--- src/rtl/autodec_pkg.sv ---
package autodec_pkg;

    // Register select codes on the 2-bit address port
    typedef enum logic [1:0] {
        SEL_COUNT  = 2'd0,
        SEL_RELOAD = 2'd1,
        SEL_CTRL   = 2'd2,
        SEL_STATUS = 2'd3
    } reg_sel_e;

    // Field positions inside control and status words
    localparam int CTRL_IRQ_EN_BIT = 0;
    localparam int CTRL_RELOAD_BIT = 1;
    localparam int STS_EXPIRED_BIT = 0;

    typedef struct packed {
        logic reload_en;
        logic irq_en;
    } ctrl_t;

    function automatic ctrl_t ctrl_from_bits(input logic irq_bit, input logic reload_bit);
        ctrl_t c;
        c.irq_en    = irq_bit;
        c.reload_en = reload_bit;
        return c;
    endfunction

endpackage

--- src/rtl/autodec_counter.sv ---
module autodec_counter #(
    parameter int CNT_W = 32
) (
    input  logic             clk,
    input  logic             rst,
    input  logic             tick,
    input  logic             load,
    input  logic [CNT_W-1:0] load_val,
    input  logic             reload_en,
    input  logic [CNT_W-1:0] reload_val,
    output logic [CNT_W-1:0] cnt_q,
    output logic             expire
);
    localparam logic [CNT_W-1:0] ONE  = CNT_W'(1);
    localparam logic [CNT_W-1:0] ZERO = '0;

    logic at_one;
    logic at_zero;

    assign at_one  = (cnt_q == ONE);
    assign at_zero = (cnt_q == ZERO);
    assign expire  = tick && !load && at_one;

    always_ff @(posedge clk) begin
        if (rst) begin
            cnt_q <= ZERO;
        end else if (load) begin
            cnt_q <= load_val;
        end else if (tick && !at_zero) begin
            if (at_one) begin
                cnt_q <= reload_en ? reload_val : ZERO;
            end else begin
                cnt_q <= cnt_q - ONE;
            end
        end
    end

    // one step per tick above one
    assert_step_R2: assert property (@(posedge clk) disable iff (rst)
        (tick && !load && cnt_q > ONE) |=> (cnt_q == $past(cnt_q) - ONE));

    // a parked zero stays parked without a write
    assert_park_zero_R4: assert property (@(posedge clk) disable iff (rst)
        (at_zero && !load) |=> (cnt_q == ZERO));

    // expiry with reload enabled restarts from the reload value
    assert_reload_R5: assert property (@(posedge clk) disable iff (rst)
        (expire && reload_en) |=> (cnt_q == $past(reload_val)));

    // a write always wins over a tick
    assert_load_wins_R10: assert property (@(posedge clk) disable iff (rst)
        load |=> (cnt_q == $past(load_val)));

endmodule

--- src/rtl/autodec_regs.sv ---
module autodec_regs
    import autodec_pkg::*;
#(
    parameter int CNT_W = 32
) (
    input  logic             clk,
    input  logic             rst,
    input  logic             wr_en,
    input  reg_sel_e         sel,
    input  logic [CNT_W-1:0] wdata,
    input  logic             expire,
    output logic             cnt_load,
    output logic [CNT_W-1:0] reload_q,
    output ctrl_t            ctrl_q,
    output logic             sts_q
);
    logic sts_clr;

    assign cnt_load = wr_en && (sel == SEL_COUNT);
    assign sts_clr  = wr_en && (sel == SEL_STATUS) && wdata[STS_EXPIRED_BIT];

    always_ff @(posedge clk) begin
        if (rst) begin
            reload_q <= '0;
            ctrl_q   <= '0;
            sts_q    <= 1'b0;
        end else begin
            if (wr_en && sel == SEL_RELOAD) begin
                reload_q <= wdata;
            end
            if (wr_en && sel == SEL_CTRL) begin
                ctrl_q <= ctrl_from_bits(wdata[CTRL_IRQ_EN_BIT], wdata[CTRL_RELOAD_BIT]);
            end
            // a fresh event outranks a clear in the same cycle
            sts_q <= (sts_q && !sts_clr) || expire;
        end
    end

    // every expiry leaves the flag set
    assert_expiry_sets_R3: assert property (@(posedge clk) disable iff (rst)
        expire |=> sts_q);

    // a one written to the flag clears it when no event competes
    assert_w1c_R7: assert property (@(posedge clk) disable iff (rst)
        (sts_clr && !expire) |=> !sts_q);

    // without clear or event the flag holds
    assert_flag_hold_R7: assert property (@(posedge clk) disable iff (rst)
        (!sts_clr && !expire) |=> (sts_q == $past(sts_q)));

endmodule

--- src/rtl/autodec_timer.sv ---
module autodec_timer
    import autodec_pkg::*;
#(
    parameter int CNT_W = 32
) (
    input  logic             clk,
    input  logic             rst,
    input  logic             tick,
    input  logic             wr_en,
    input  logic [1:0]       addr,
    input  logic [CNT_W-1:0] wdata,
    output logic [CNT_W-1:0] rdata,
    output logic             irq
);
    reg_sel_e         sel;
    logic             cnt_load;
    logic             expire;
    logic [CNT_W-1:0] cnt_q;
    logic [CNT_W-1:0] reload_q;
    ctrl_t            ctrl_q;
    logic             sts_q;

    assign sel = reg_sel_e'(addr);

    autodec_regs #(.CNT_W(CNT_W)) u_regs (
        .clk      (clk),
        .rst      (rst),
        .wr_en    (wr_en),
        .sel      (sel),
        .wdata    (wdata),
        .expire   (expire),
        .cnt_load (cnt_load),
        .reload_q (reload_q),
        .ctrl_q   (ctrl_q),
        .sts_q    (sts_q)
    );

    autodec_counter #(.CNT_W(CNT_W)) u_counter (
        .clk        (clk),
        .rst        (rst),
        .tick       (tick),
        .load       (cnt_load),
        .load_val   (wdata),
        .reload_en  (ctrl_q.reload_en),
        .reload_val (reload_q),
        .cnt_q      (cnt_q),
        .expire     (expire)
    );

    assign irq = sts_q && ctrl_q.irq_en;

    always_comb begin
        rdata = '0;
        unique case (sel)
            SEL_COUNT:  rdata = cnt_q;
            SEL_RELOAD: rdata = reload_q;
            SEL_CTRL: begin
                rdata[CTRL_IRQ_EN_BIT] = ctrl_q.irq_en;
                rdata[CTRL_RELOAD_BIT] = ctrl_q.reload_en;
            end
            SEL_STATUS: rdata[STS_EXPIRED_BIT] = sts_q;
            default:    rdata = '0;
        endcase
    end

    // enabling over a pending flag raises the line at once
    assert_late_enable_R6: assert property (@(posedge clk) disable iff (rst)
        (wr_en && sel == SEL_CTRL && wdata[CTRL_IRQ_EN_BIT] && sts_q) |=> irq);

    // a count write never raises the line by itself
    assert_load_quiet_R8: assert property (@(posedge clk) disable iff (rst)
        (cnt_load && !irq) |=> !irq);

    // clean state right after reset
    assert_reset_state_R1: assert property (@(posedge clk)
        $past(rst) |-> (!irq && cnt_q == '0 && !sts_q));

endmodule

--- config.mk ---
export PLATFORM = sky130hd
export DESIGN_NAME = autodec_timer
export DESIGN_NICKNAME = d
export VERILOG_FILES = /design/src/rtl/autodec_pkg.sv /design/src/rtl/autodec_counter.sv /design/src/rtl/autodec_regs.sv /design/src/rtl/autodec_timer.sv
export SDC_FILE = /design/constraint.sdc
export NUM_CORES = 1
export LEC_CHECK = 0
export ABC_AREA = 1
export BUFFER_PORTS_ARGS = -buffer_cell sky130_fd_sc_hd__buf_4
export CORE_MARGIN = 5
export CORE_UTILIZATION = 62
export DETAILED_ROUTE_END_ITERATION = 16
export GPL_TIMING_DRIVEN = 1
export PLACE_DENSITY_LB_ADDON = 0.12
export SYNTH_ARGS = -nofsm -noshare
export SYNTH_HDL_FRONTEND = slang
export SYNTH_SLANG_ARGS = --single-unit
--- constraint.sdc ---
create_clock -name clk -period 4.4 [get_ports clk]
set_input_delay 0.88 -clock clk [delete_from_list [all_inputs] [get_ports clk]]
set_output_delay 0.88 -clock clk [all_outputs]
set_load 0.03 [all_outputs]
* Word level (Yosys, flattened, before mapping)
Cells that the tools add are included.
W data, S select, Z words.
** Word-level totals
- Flip-flop bits (word level) :: 67
- Bits of input ports :: 38
- Output and inout bits :: 33
- Logic and storage cells :: 34
** Cells by class
- Add/sub/neg operators :: 1
- Equal/unequal tests :: 4
- Multiplexer cells :: 7
- Reductions and logical operators :: 17
** Operator list (number)
- $mux W32 :: 4
- $pmux W30 S2 :: 1
- $eq A32 B1 Y1 const B :: 1
- $logic_not A32 Y1 :: 1
- $sub A32 B1 Y32 const B :: 1
- $logic_and A1 B1 Y1 :: 10
- $eq A2 B2 Y1 const B :: 2
- $pmux W1 S4 :: 1
- $logic_not A1 Y1 :: 3
- $pmux W1 S3 :: 1
- $eq A2 B1 Y1 const B :: 1
- $logic_not A2 Y1 :: 1
- $reduce_bool A2 Y1 :: 1
- $logic_or A1 B1 Y1 :: 1

* Logic depth before layout (Yosys ltp)
- Depth in word-level cells :: 6
- Mapped depth :: 13
- Depth with buffers taken out :: 12

* Hierarchy
From an unflattened synthesis, not the netlist that was laid out.
** Unflattened totals
- Cell total of the unflattened synthesis :: 781
- Area total of the unflattened synthesis :: 4783.3 sq um
** By module, submodules not included
- autodec_counter :: instances 1, cells an instance 510, area an instance 2934.1 sq um, seq. area each 640.6 sq um
- autodec_regs :: instances 1, cells an instance 160, area an instance 1363.8 sq um, seq. area each 700.7 sq um
- autodec_timer :: instances 1, cells an instance 111, area an instance 485.5 sq um, seq. area each 0.0 sq um

* Worst setup path before layout
OpenSTA, ideal clock, no wires.
- Path kind :: input port to output port
- Start :: input addr[1]
- End :: output rdata[10]
- Data arrival time :: 2.000 ns
- Required time :: 3.520 ns
- Slack :: 1.520 ns
- Stages on the path :: 5
- Buffers on the path :: 2
- Path through :: buf_2 -> nor2_1 -> inv_1 -> clkbuf_1 -> o22ai_1
** On the way
- Longest elaborated chain between the ends :: 2
- Elaborated cells between the ends (all ways) :: 3
** RTL lines
- start: declaration :: line autodec_timer.sv:10 : input logic [1:0] addr,
- $eq A2 B1 Y1 / $logic_not A2 Y1 (equally long branches) :: line autodec_timer.sv:54 : unique case (sel)
- $pmux W30 S2 * :: line autodec_timer.sv:54
- end: declaration :: line autodec_timer.sv:12 : output logic [CNT_W-1:0] rdata,
Every way passes the cells marked *; elsewhere a longest branch is shown, timed or not.

* Worst setup path after layout
- Start :: input addr[0]
- End :: output rdata[1]
** On the way
- Longest elaborated chain between the ends :: 2
- Elaborated cells between the ends (all ways) :: 4
** RTL lines (line)
- $eq A2 B2 Y1 (tied with other cells) :: autodec_timer.sv:54
- $pmux W1 S3 * :: autodec_timer.sv:54
Marked as above.

==> results.yml <==
status:
  run_status: "complete, no violations"
floorplanning:
  row_count: 30
  chipWidth_um: 93.7
  floorplan.io_pins: 71
  dieHeight_um: 93.7
  start_util: 0.640
  dieArea_sq_um: 8780
  core_box_area_sq_um: 6790
global_routing:
  globalRouteTotalUtil: 0.294
  grt_max_degree: 56
  grt-ovfl-total: 0
  first_global_vias: 4665
  antenna_found_initial: 0
  grt_first_pass_wirelength_um: 21100
detailed_routing:
  wirelength_um: 12700
  num_vias: 4909
  avgRoutedWirePerCell_um: 14.8
  detail_route.vias_per_cell: 5.73
  drtAntennaViolNets: 0
  drt_drc_violations_left: 0
  detail_route.iter0.violations: 412
  drt_pre_antenna_iters: 5
synth:
  ys_top_cells_by_area: "sky130_fd_sc_hd__dfxtp_1, sky130_fd_sc_hd__nand2_1, sky130_fd_sc_hd__a21oi_1"
  synth.most_common_cell: "sky130_fd_sc_hd__nand2_1"
  yosysSeqAreaShare: 0.309
  yosys.area_share.adder: 0.00864
  synthDistinctLibCells: 31
  synth_edf_count: 0
  syn_avg_cell_area_sq_um: 6.15
  synth-compound-area-share: 0.228
  ys.warnings.count: 0
  asyncSetResetFlopFracSynth: 0
  netlist.top_cell.by_area: "sky130_fd_sc_hd__dfxtp_1"
  synth_area_sq_um: 4350
  synth-xor-area-share: 0.0363
  dominantRegCellSynth: "sky130_fd_sc_hd__dfxtp_1"
  yosys.area_share.simple: 0.302
  ys_top_cells_by_count: "sky130_fd_sc_hd__nand2_1, sky130_fd_sc_hd__nor2_1, sky130_fd_sc_hd__inv_1"
  netlist_instances: 707
  dominant_combinational_cell_family_by_area_after_synthesis: "simple AND/OR/NAND/NOR gates"
  ys_seq_elements: 67
  postSynthNetCount: 748
  synth_largest_type_area_fraction: 0.309
  synth_mux_area_frac: 0
timing:
  period_share: 0.740
  max_slew.worst_pin.slew_ps: 1050
  rsz0062_at_grt: "false"
  period_minus_slack_ps: 3260
  finalSetupTns_ps: 0
  drv_slew: 0
  setup_viol: 0
  timing.slew.headroom: 0.299
  hold_viol: 0
  clock.fmax_mhz: 307
  final.setup_skew_ps: 6.04
flow_run:
  timing.max_cap.violations: 0
final_layout:
  drive_gt1_frac: 0.142
  area_growth_pct: 16.4
  antenna-diode-count: 0
  count_of_nets_after_finishing: 798
  fin_util: 0.745
pwr:
  leakage_nw: 2.24
  worst_vdd_drop_mv: 0.275
  power_density_nw_per_um2: 329
clock_network:
  numCtsBuffers: 9
  worst_setup_hold_path_clk_slew_ps: 70
  clk_latency_ps: 340
  postCtsSetupRepairBufs: 0
  h_tree_level_count: 3
  cts_hold_repair.buffers: 0
  post_cts_resized: 0
  cts_buffer_depth: 2
  clock_tree_from_tritoncts: "yes"
  root_buffer: "sky130_fd_sc_hd__clkbuf_8"
  clock_sink_count: 67
placed_design:
  gp_congestion: 0.907
  port_buffers: 70
  detailed_place_hpwl_um: 8840
setup_path:
  timing.critical_path.from: "addr[0]"
  cp.required_ps: 3520
  worstPathMaxFanout: 16
  crit_path_start_kind: "input port"
  rr_startpoint: "u_regs.ctrl_q[1]"
  timing.setup.critical_path_class: "in2out"
  arrival_ps: 2380
  critical_path.endpoint_type: "output port"
worst_hold_path:
  worst_hold_startpoint: "u_regs.reload_q[4]"
  worst_hold_path_type: "reg2reg"
cell families (layout without fill, tap and decap cells):
kind of cell	Yosys count	after routing
compound gates	182	182
buf+inv	125	179
fa+ha+maj	3	3
simple gates	312	312
flops	67	67
xor+xnor	18	18
metrics by stage:
stage	instances	instance area [sq um]	total power, mW	hold slack, ps	setup WS (ps)
after floorplan	707	4350	1.02	436	1520
after global placement	842	4860	1.13	450	1290
after detailed placement	842	4860	1.14	455	1190
after CTS	857	5060	1.66	468	1180
after global routing	857	5060	1.75	486	1020
final	857	5060	1.67	466	1140
worst max-delay path, cell delays in order:
cell	delay, ps
sky130_fd_sc_hd__buf_4	120
sky130_fd_sc_hd__inv_1	110
sky130_fd_sc_hd__nor2_1	110
sky130_fd_sc_hd__inv_1	430
sky130_fd_sc_hd__buf_4	370
sky130_fd_sc_hd__o221ai_1	150
sky130_fd_sc_hd__buf_4	200
state kept, by name, summed over array words and instances (netlist names):
name             flops
u_counter.cnt_q     32
u_regs.ctrl_q        2
u_regs.reload_q     32
u_regs.sts_q         1
layout make-up:
type                    count  area, sq um
clock buffers              13          159
clock inverters             2         35.0
fillers                   606         1740
inverters                  88          335
multi-input cells         515         2500
flip-flops and latches     67         1340
well taps                  96          120
repair buffers             76          571
placed cells by master (no fill, tap or decap), types with 2 or more instances in the layout:
| master | netlist | final |
|---|---|---|
| sky130_fd_sc_hd__inv_1 | 82 | 82 |
| sky130_fd_sc_hd__nor2_4 | 3 | 3 |
| sky130_fd_sc_hd__nor2_2 | 4 | 4 |
| sky130_fd_sc_hd__o22ai_1 | 30 | 30 |
| sky130_fd_sc_hd__nor2_1 | 87 | 87 |
| sky130_fd_sc_hd__o211ai_1 | 3 | 3 |
| sky130_fd_sc_hd__xor2_1 | 18 | 18 |
| sky130_fd_sc_hd__inv_2 | 5 | 5 |
| sky130_fd_sc_hd__o21bai_1 | 9 | 9 |
| sky130_fd_sc_hd__nand4_1 | 5 | 5 |
| sky130_fd_sc_hd__nand2_1 | 151 | 151 |
| sky130_fd_sc_hd__nand3_1 | 56 | 56 |
| sky130_fd_sc_hd__ha_1 | 3 | 3 |
| sky130_fd_sc_hd__dfxtp_1 | 67 | 67 |
| sky130_fd_sc_hd__o21ai_1 | 4 | 4 |
| sky130_fd_sc_hd__nand2_2 | 2 | 2 |
| sky130_fd_sc_hd__a21oi_1 | 73 | 73 |
| sky130_fd_sc_hd__buf_4 | 3 | 76 |
| sky130_fd_sc_hd__clkbuf_8 | 0 | 11 |
| sky130_fd_sc_hd__clkbuf_1 | 25 | 2 |
| sky130_fd_sc_hd__o21ai_0 | 60 | 60 |
power by group:
| group | internal (mW) | switching (mW) |
|---|---|---|
| registers | 0.648 | 0.0423 |
| logic | 0.158 | 0.292 |
| clock network | 0.290 | 0.237 |
| total | 1.10 | 0.571 |
path summary, 6_finish.rpt:
kind	endpoint	slack (ps)	cells after the start
worst max-delay path	rdata[1]	1140	7
worst min-delay path	u_counter.cnt_q[4]	470	2
worst max register to register	u_counter.cnt_q[0]	2150	4
worst min register to register	u_counter.cnt_q[4]	470	2
routing by layer:
layer  track usage  share of wire
met2         0.506           0.50
met4         0.118          0.022
met5             0              0
met1         0.354           0.40
met3        0.0649          0.079
Power figures use the tool's default switching activity.
